==> src/rtl/pio_pkg.sv <==
package pio_pkg;
  localparam int unsigned PIO_W      = 8;
  localparam int unsigned PIO_ADDR_W = 2;

  typedef enum logic [PIO_ADDR_W-1:0] {
    SEL_PINS  = 2'd0,
    SEL_MODE  = 2'd1,
    SEL_LEVEL = 2'd2,
    SEL_NONE  = 2'd3
  } pio_sel_e;

  typedef struct packed {
    logic oe;
    logic out;
    logic pu;
  } pio_pad_ctl_t;
endpackage

==> src/rtl/pio_rst_sync.sv <==
module pio_rst_sync #(
  parameter int unsigned STAGES = 2
) (
  input  logic clk,
  input  logic rst_n,
  output logic rst_ni
);
  logic [STAGES-1:0] chain_q;
  logic [STAGES-1:0] chain_d;

  always_comb begin
    chain_d = {chain_q[STAGES-2:0], 1'b1};
  end

  always_ff @(posedge clk or negedge rst_n) begin
    if (!rst_n) chain_q <= '0;
    else        chain_q <= chain_d;
  end

  assign rst_ni = chain_q[STAGES-1];
endmodule

==> src/rtl/pio_sync.sv <==
module pio_sync #(
  parameter int unsigned W      = 8,
  parameter int unsigned STAGES = 2
) (
  input  logic         clk,
  input  logic         rst_ni,
  input  logic [W-1:0] din,
  output logic [W-1:0] dout
);
  localparam int unsigned CW = $clog2(STAGES + 1);

  logic [STAGES-1:0][W-1:0] stg_q;
  logic [STAGES-1:0][W-1:0] stg_d;

  always_comb begin
    stg_d[0] = din;
    for (int i = 1; i < STAGES; i++) stg_d[i] = stg_q[i-1];
  end

  always_ff @(posedge clk or negedge rst_ni) begin
    if (!rst_ni) stg_q <= '0;
    else         stg_q <= stg_d;
  end

  assign dout = stg_q[STAGES-1];

  // warm-up counter so the stage checks only look at cycles after reset
  logic [CW-1:0] warm_q;
  always_ff @(posedge clk or negedge rst_ni) begin
    if (!rst_ni)                       warm_q <= '0;
    else if (warm_q != CW'(STAGES))    warm_q <= warm_q + 1'b1;
  end

  a_r6_first_stage: assert property (@(posedge clk) disable iff (!rst_ni)
    (warm_q != '0) |-> (stg_q[0] == $past(din)));

  for (genvar g = 1; g < STAGES; g++) begin : g_stage_chk
    a_r6_stage_shift: assert property (@(posedge clk) disable iff (!rst_ni)
      (warm_q > CW'(g)) |-> (stg_q[g] == $past(stg_q[g-1])));
  end
endmodule

==> src/rtl/pio_regs.sv <==
module pio_regs
  import pio_pkg::*;
#(
  parameter int unsigned W = PIO_W
) (
  input  logic                  clk,
  input  logic                  rst_ni,
  input  logic [PIO_ADDR_W-1:0] addr,
  input  logic                  wr_en,
  input  logic [W-1:0]          wr_data,
  input  logic [W-1:0]          pins_sync,
  output logic [W-1:0]          mode_q,
  output logic [W-1:0]          level_q,
  output logic [W-1:0]          rd_data
);
  pio_sel_e   sel;
  logic       mode_we;
  logic       level_we;
  logic [W-1:0] mode_d;
  logic [W-1:0] level_d;

  assign sel = pio_sel_e'(addr);

  always_comb begin
    mode_we  = wr_en && (sel == SEL_MODE);
    level_we = wr_en && (sel == SEL_LEVEL);
    mode_d   = wr_data;
    level_d  = wr_data;
  end

  always_ff @(posedge clk or negedge rst_ni) begin
    if (!rst_ni)      mode_q <= '0;
    else if (mode_we) mode_q <= mode_d;
  end

  always_ff @(posedge clk or negedge rst_ni) begin
    if (!rst_ni)       level_q <= '0;
    else if (level_we) level_q <= level_d;
  end

  always_comb begin
    unique case (sel)
      SEL_PINS:  rd_data = pins_sync;
      SEL_MODE:  rd_data = mode_q;
      SEL_LEVEL: rd_data = level_q;
      default:   rd_data = '0;
    endcase
  end

  a_r4_pin_addr_no_store: assert property (@(posedge clk) disable iff (!rst_ni)
    (wr_en && (addr == 2'd0 || addr == 2'd3)) |=>
      ($stable(mode_q) && $stable(level_q)));

  a_r9_mode_capture: assert property (@(posedge clk) disable iff (!rst_ni)
    (wr_en && addr == 2'd1) |=> (mode_q == $past(wr_data)));
endmodule

==> src/rtl/pio_pin_cell.sv <==
module pio_pin_cell
  import pio_pkg::*;
#(
  parameter bit HAS_TMR = 1'b0
) (
  input  logic         mode,
  input  logic         level,
  input  logic         tmr_val,
  input  logic         tmr_en,
  output pio_pad_ctl_t ctl,
  output logic         analog_ok
);
  logic drive_val;

  if (HAS_TMR) begin : g_tmr
    assign drive_val = tmr_en ? tmr_val : level;
  end else begin : g_plain
    logic unused_tmr;
    assign unused_tmr = tmr_val ^ tmr_en;
    assign drive_val  = level;
  end

  always_comb begin
    ctl.oe    = mode;
    ctl.out   = mode & drive_val;
    ctl.pu    = ~mode & level;
    analog_ok = ~mode & ~level;
  end
endmodule

==> src/rtl/pio_port_ctl.sv <==
module pio_port_ctl
  import pio_pkg::*;
#(
  parameter int unsigned W           = PIO_W,
  parameter int unsigned SYNC_STAGES = 2,
  parameter int unsigned RST_STAGES  = 2,
  parameter int unsigned TMR_BIT     = 3,
  parameter int unsigned CMP_POS_BIT = 0,
  parameter int unsigned CMP_NEG_BIT = 1
) (
  input  logic                  clk,
  input  logic                  rst_n,
  input  logic [PIO_ADDR_W-1:0] addr,
  input  logic                  wr_en,
  input  logic [W-1:0]          wr_data,
  output logic [W-1:0]          rd_data,
  input  logic [W-1:0]          pad_in,
  output logic [W-1:0]          pad_oe,
  output logic [W-1:0]          pad_out,
  output logic [W-1:0]          pad_pu,
  input  logic                  tmr_cmp_val,
  input  logic                  tmr_cmp_en,
  output logic                  cmp_pos_ok,
  output logic                  cmp_neg_ok
);
  logic         rst_ni;
  logic [W-1:0] pins_sync;
  logic [W-1:0] mode_q;
  logic [W-1:0] level_q;
  logic [W-1:0] analog_ok;

  pio_rst_sync #(.STAGES(RST_STAGES)) rst_i (
    .clk    (clk),
    .rst_n  (rst_n),
    .rst_ni (rst_ni)
  );

  pio_sync #(.W(W), .STAGES(SYNC_STAGES)) sync_i (
    .clk    (clk),
    .rst_ni (rst_ni),
    .din    (pad_in),
    .dout   (pins_sync)
  );

  pio_regs #(.W(W)) regs_i (
    .clk       (clk),
    .rst_ni    (rst_ni),
    .addr      (addr),
    .wr_en     (wr_en),
    .wr_data   (wr_data),
    .pins_sync (pins_sync),
    .mode_q    (mode_q),
    .level_q   (level_q),
    .rd_data   (rd_data)
  );

  for (genvar n = 0; n < W; n++) begin : g_pin
    pio_pad_ctl_t ctl;
    pio_pin_cell #(.HAS_TMR(n == TMR_BIT)) cell_i (
      .mode      (mode_q[n]),
      .level     (level_q[n]),
      .tmr_val   (tmr_cmp_val),
      .tmr_en    (tmr_cmp_en),
      .ctl       (ctl),
      .analog_ok (analog_ok[n])
    );
    assign pad_oe[n]  = ctl.oe;
    assign pad_out[n] = ctl.out;
    assign pad_pu[n]  = ctl.pu;
  end

  assign cmp_pos_ok = analog_ok[CMP_POS_BIT];
  assign cmp_neg_ok = analog_ok[CMP_NEG_BIT];

  a_r7_timer_drives_pin: assert property (@(posedge clk) disable iff (!rst_ni)
    (tmr_cmp_en && pad_oe[TMR_BIT]) |-> (pad_out[TMR_BIT] == tmr_cmp_val));

  a_r8_pos_flag_idle_pin: assert property (@(posedge clk) disable iff (!rst_ni)
    cmp_pos_ok |-> (!pad_oe[CMP_POS_BIT] && !pad_pu[CMP_POS_BIT]));

  a_r8_neg_flag_idle_pin: assert property (@(posedge clk) disable iff (!rst_ni)
    cmp_neg_ok |-> (!pad_oe[CMP_NEG_BIT] && !pad_pu[CMP_NEG_BIT]));

  a_r9_write_to_pads: assert property (@(posedge clk) disable iff (!rst_ni)
    (wr_en && addr == 2'd1) |=> (pad_oe == $past(wr_data)));
endmodule

==> config.mk <==
export PLATFORM = sky130hd
export DESIGN_NAME = pio_port_ctl
export DESIGN_NICKNAME = d
export VERILOG_FILES = /design/src/rtl/pio_pkg.sv /design/src/rtl/pio_rst_sync.sv /design/src/rtl/pio_sync.sv /design/src/rtl/pio_regs.sv /design/src/rtl/pio_pin_cell.sv /design/src/rtl/pio_port_ctl.sv
export SDC_FILE = /design/constraint.sdc
export NUM_CORES = 1
export LEC_CHECK = 0
export CORE_UTILIZATION = 45
export DETAILED_ROUTE_END_ITERATION = 16
export HOLD_SLACK_MARGIN = 0.02
export MAX_ROUTING_LAYER = met4
export PLACE_DENSITY = 0.91
export SLEW_MARGIN = 30
export SYNTH_ARGS = -nofsm -noshare
export SYNTH_HDL_FRONTEND = slang
export SYNTH_HIERARCHICAL = 1
export SYNTH_SLANG_ARGS = --single-unit
==> constraint.sdc <==
create_clock -name clk -period 2.3 [get_ports clk]
set_input_delay 0.575 -clock clk [delete_from_list [all_inputs] [get_ports clk]]
set_output_delay 0.575 -clock clk [all_outputs]
set_load 0.02 [all_outputs]
After elaboration in Yosys (flattened, before gate mapping)
Index checks and enable logic that the tools add are counted.
- flip-flop bits (word level): 34
- bits in latches: 0
- RAM bits: 0
- memory bits (read-only): 0
- input bits: 23
- output and inout bits: 34
- memories: 0
- add/subtract/negate cells: 0
- $mul: 0
- div/mod/pow operators: 0
- magnitude comparators: 0
- eq/ne operators: 2
- shifts and indexed selects: 0
- multiplexer cells: 2
- bitwise operators: 28
- reductions and logical operators: 3
- operators with widths (cell ; number):
    $pmux 8 s3 ; 1
    $and 1x1->1 ; 18
    $not 1->1 ; 10
    $eq 2x1->1 const B ; 1
    $eq 2x2->1 const B ; 1
    $logic_and 1x1->1 ; 2
    $logic_not 2->1 ; 1
    $mux 1 ; 1

Logic depth before layout (Yosys ltp)
Gate-level depths: netlist of the first run.
- word-level depth: 2
- gate-level depth with buffers: 4
- gate-level depth less buffers: 2

Cells and area by module
Netlist of the first run, hierarchy kept.
- modules (own cells, without submodules) (module ; times used ; cells each ; area each (µm²)):
    pio_regs ; 1 ; 54 ; 800.8
    pio_sync ; 1 ; 16 ; 400.4
    pio_pin_cell at g_pin[0].cell_i ... ; 7 ; 4 ; 23.8
    pio_rst_sync ; 1 ; 3 ; 53.8
    pio_pin_cell at g_pin[3].cell_i ; 1 ; 5 ; 33.8

Worst setup path before layout of the first run
Ideal clock, no wire load.
- path type: input to output
- start point: input addr[0]
- end point: output rd_data[0]
- arrival time: 1.237 ns
- slack: 0.488 ns
- stages on the path: 4
- cells stage by stage: buf_4 > nor2b_1 > buf_2 > o2bb2ai_1
- cells in the longest elaborated chain, start to end: 2
- ends and longest elaborated chain (what ; RTL line ; text):
    from (decl) ; pio_port_ctl.sv:13 ; input logic [PIO_ADDR_W-1:0] addr,
    $eq 2x2->1, or another cell as far along ; pio_regs.sv:42 ; unique case (sel)
    $pmux 8 s3 * ; pio_regs.sv:42 ;
    to (decl) ; pio_port_ctl.sv:16 ; output logic [W-1:0] rd_data,
Mark *: on every way between the ends. The rest lies on a longest branch, timed or not.

Worst setup path in the final report of the first run
- start point: input addr[0]
- end point: output rd_data[2]
The elaborated chain is that of the path after synthesis.

==> results of run 1 <==
[metrics by stage]
| step | utilization | cells |
|---|---|---|
| floorplan | - | 100 |
| global placement | 0.661 | 194 |
| detailed placement | 0.661 | 194 |
| finish | 0.676 | 203 |
| global route | 0.676 | 203 |
| CTS | 0.671 | 203 |
[worst min path at each step]
| stage | start | to | slack (ps) | cells past startpoint |
|---|---|---|---|---|
| after floorplan | rst_n | rst_i/chain_q[0]$_DFF_PN0_ | 280 | 0 |
| after global placement | rst_i/chain_q[1]$_DFF_PN0_ | sync_i/stg_d[10]$_DFF_PN0_ | 260 | 0 |
| after detailed placement | rst_i/chain_q[1]$_DFF_PN0_ | regs_i/level_q[2]$_DFFE_PN0P_ | 290 | 0 |
| after CTS | rst_i/chain_q[1]$_DFF_PN0_ | regs_i/level_q[2]$_DFFE_PN0P_ | 300 | 0 |
| after global routing | rst_i/chain_q[1]$_DFF_PN0_ | regs_i/level_q[5]$_DFFE_PN0P_ | 350 | 0 |
| final | rst_i/chain_q[1]$_DFF_PN0_ | regs_i/level_q[2]$_DFFE_PN0P_ | 280 | 0 |
[state kept, by name, indices dropped and copies added (netlist names)]
| name | count |
|---|---|
| regs_i/mode_q | 8 |
| sync_i/dout | 8 |
| sync_i/stg_d | 8 |
| regs_i/level_q | 8 |
| rst_i/chain_q | 2 |
[cells in the final DEF (no fill, tap or decap)]
cell / instances
sky130_fd_sc_hd__and2_1: 7
sky130_fd_sc_hd__buf_2: 2
sky130_fd_sc_hd__buf_4: 11
sky130_fd_sc_hd__buf_6: 1
sky130_fd_sc_hd__clkbuf_1: 1
sky130_fd_sc_hd__clkbuf_4: 5
sky130_fd_sc_hd__clkbuf_8: 1
sky130_fd_sc_hd__clkdlybuf4s50_1: 46
sky130_fd_sc_hd__clkinv_2: 1
sky130_fd_sc_hd__conb_1: 1
sky130_fd_sc_hd__dfrtp_1: 34
sky130_fd_sc_hd__dlygate4sd2_1: 2
sky130_fd_sc_hd__mux2_2: 16
sky130_fd_sc_hd__mux2i_1: 9
sky130_fd_sc_hd__nand3b_4: 2
sky130_fd_sc_hd__nor2_1: 2
sky130_fd_sc_hd__nor2b_1: 10
sky130_fd_sc_hd__o2bb2ai_1: 8
[power groups by stage]
| stage | combinational [mW] | sequential (mW) | clock [mW] |
|---|---|---|---|
| after floorplan | 0.315 | 0.730 | 0 |
| after global placement | 0.537 | 0.742 | 0 |
| after detailed placement | 0.550 | 0.751 | 0 |
| after CTS | 0.532 | 0.738 | 0.345 |
| after global routing | 0.561 | 0.752 | 0.372 |
| final | 0.535 | 0.737 | 0.333 |
[critical path: stages]
cell	delay, ps
sky130_fd_sc_hd__clkdlybuf4s50_1	480
sky130_fd_sc_hd__nor2b_1	140
sky130_fd_sc_hd__buf_4	180
sky130_fd_sc_hd__o2bb2ai_1	130
sky130_fd_sc_hd__buf_4	160
[layer usage]
| layer | wire (microns) | vias to the layer above | global-route usage |
|---|---|---|---|
| li1 | - | 452 | - |
| met1 | 1200 | 458 | 0.200 |
| met2 | 1600 | 36 | 0.355 |
| met3 | 193 | 3 | 0.0835 |
| met4 | 10 | 0 | 0.0578 |
| met5 | 0 | - | - |
[layout make-up]
cell class                      instances  area (sq um)  share of cell area
Clock inverter                          1          5.00             0.00245
Tap cell                               44          55.1              0.0269
Clock buffer                            7          55.1              0.0269
Sequential cell                        34           851               0.416
Multi-Input combinational cell         55           498               0.243
Timing Repair Buffer                   62           582               0.284
[timing repair]
| action | 4_1_cts | 5_1_grt |
|---|---|---|
| gates resized for setup | 35 | 6 |
| pin swaps | 0 | 0 |
| setup endpoints to repair | 9 | 6 |
| setup buffers | 1 | 0 |
==> flow_summary.yaml, run 1 <==
floorplanning:
  die_height_microns: 58.4
  dieWidth_microns: 58.4
  initial_core_util: 0.473
  design.die.area_sq_um: 3410
  core.rowCount: 20
  ios: 57
  placeableCoreArea_sq_um: 3030
finish:
  stdcell_area_sq_um: 2050
  nNetsFinal: 181
  areaGrowthSynthToFinish_pct: 42.8
  fillerInstances: 224
  layout_cells_sized_above_1: 0.245
  diodes: 0
clocking:
  numCtsBuffers: 5
  clk_pin_slew_ps: 100
  cts-hold-fix-buffers: 0
  cts_sinks: 34
  cts_htree_levels: 2
  clk_root_buffer_cell: "sky130_fd_sc_hd__clkbuf_4"
  cts_tree: "yes"
  cts_max_path_buffers: 2
  clkLatencyLatePin_ps: 330
grt:
  antenna_found_initial: 0
  grt_overflow: 0
  grt_pass1_wl_microns: 4700
  grt_start_max_net_pins: 18
  grt.total_usage: 0.200
  first_global_vias: 988
power:
  proportion_of_total_power_due_to_net_switching: 0.312
  vdd_drop_max_v: 0.000597
  seq_power_share: 0.459
  power.clock.fraction: 0.207
  power.density_cell_area_nw_per_um2: 784
  power.net_switching_mw: 0.501
  post-layout-total-power_mw: 1.60
  static_leakage_nw: 0.905
  pwr-share-comb: 0.333
  power.internal_mw: 1.10
logic_synthesis:
  synth_area_per_cell_sq_um: 14.3
  netlist_instances: 100
  synth.cell_area_sq_um: 1430
  synth-warning-count: 6
  post_syn_nets: 123
drt:
  detail_route.vias_per_cell: 4.67
  antenna_left: 0
  detail_route.wl_per_cell_microns: 14.8
  drt-pass1-iter-count: 3
  vias: 949
  detailedRoute.firstIterationViolations: 22
  wirelength_microns: 3000
  remaining_drc_errors: 0
timing:
  max_freq_ghz: 0.446
  number_of_hold_violations_in_the_final_report: 0
  hold_ws_ps: 283
  final_ws_setup_ps: 57.8
  rsz0062_at_grt: "false"
  timing.final.max_slew_violations: 0
  setup_violations: 0
  fin_worst_skew_ps: 4.77
  layout_worst_path_cycle_share: 0.975
  timing_worst_slew_pin_value_ps: 669
  final.min_clock_period_ps: 2240
  worst_rel_slew_slack: 0.554
  timing.setup.tns_ps: 0
worst_setup_path:
  crit_path_start: "addr[0]"
  timing.reg2reg.setup_slack_ps: 1360
  r2r_end: "regs_i/level_q[3]$_DFFE_PN0P_"
  crit_path_end_kind: "primary output"
  r2r.worst_path.cells: 1
  crit_path_start_kind: "input pin"
  destination_of_the_critical_timing_path: "rd_data[2]"
  worst-setup-path-type: "input pin to primary output"
  cp_data_required_time_ps: 1730
  critPathArrivalTime_ps: 1670
  crit_path_max_fanout: 8
  crit-reg2reg-launch: "rst_i/chain_q[1]$_DFF_PN0_"
run:
  drv_cap: 0
placed_design:
  place_worst_setup_slack_ps: -421
  finalWeightedCongestion: 0.783
  detailedPlacementHpwl_microns: 2240
  port-buffer-count: 56
  placedInstanceArea_sq_um: 2000
worst_hold_path:
  holdCritPathClass: "flip-flop to async pin"
status:
  outcome: "completed"
No activity file was read; power rests on OpenSTA's default activity.
==> run 2: changes to the inputs <==
CTS_CLUSTER_SIZE = 8   (was unset)
==> results of run 2 <==
Final layout, timing and power as in run 1 (identical DEF).
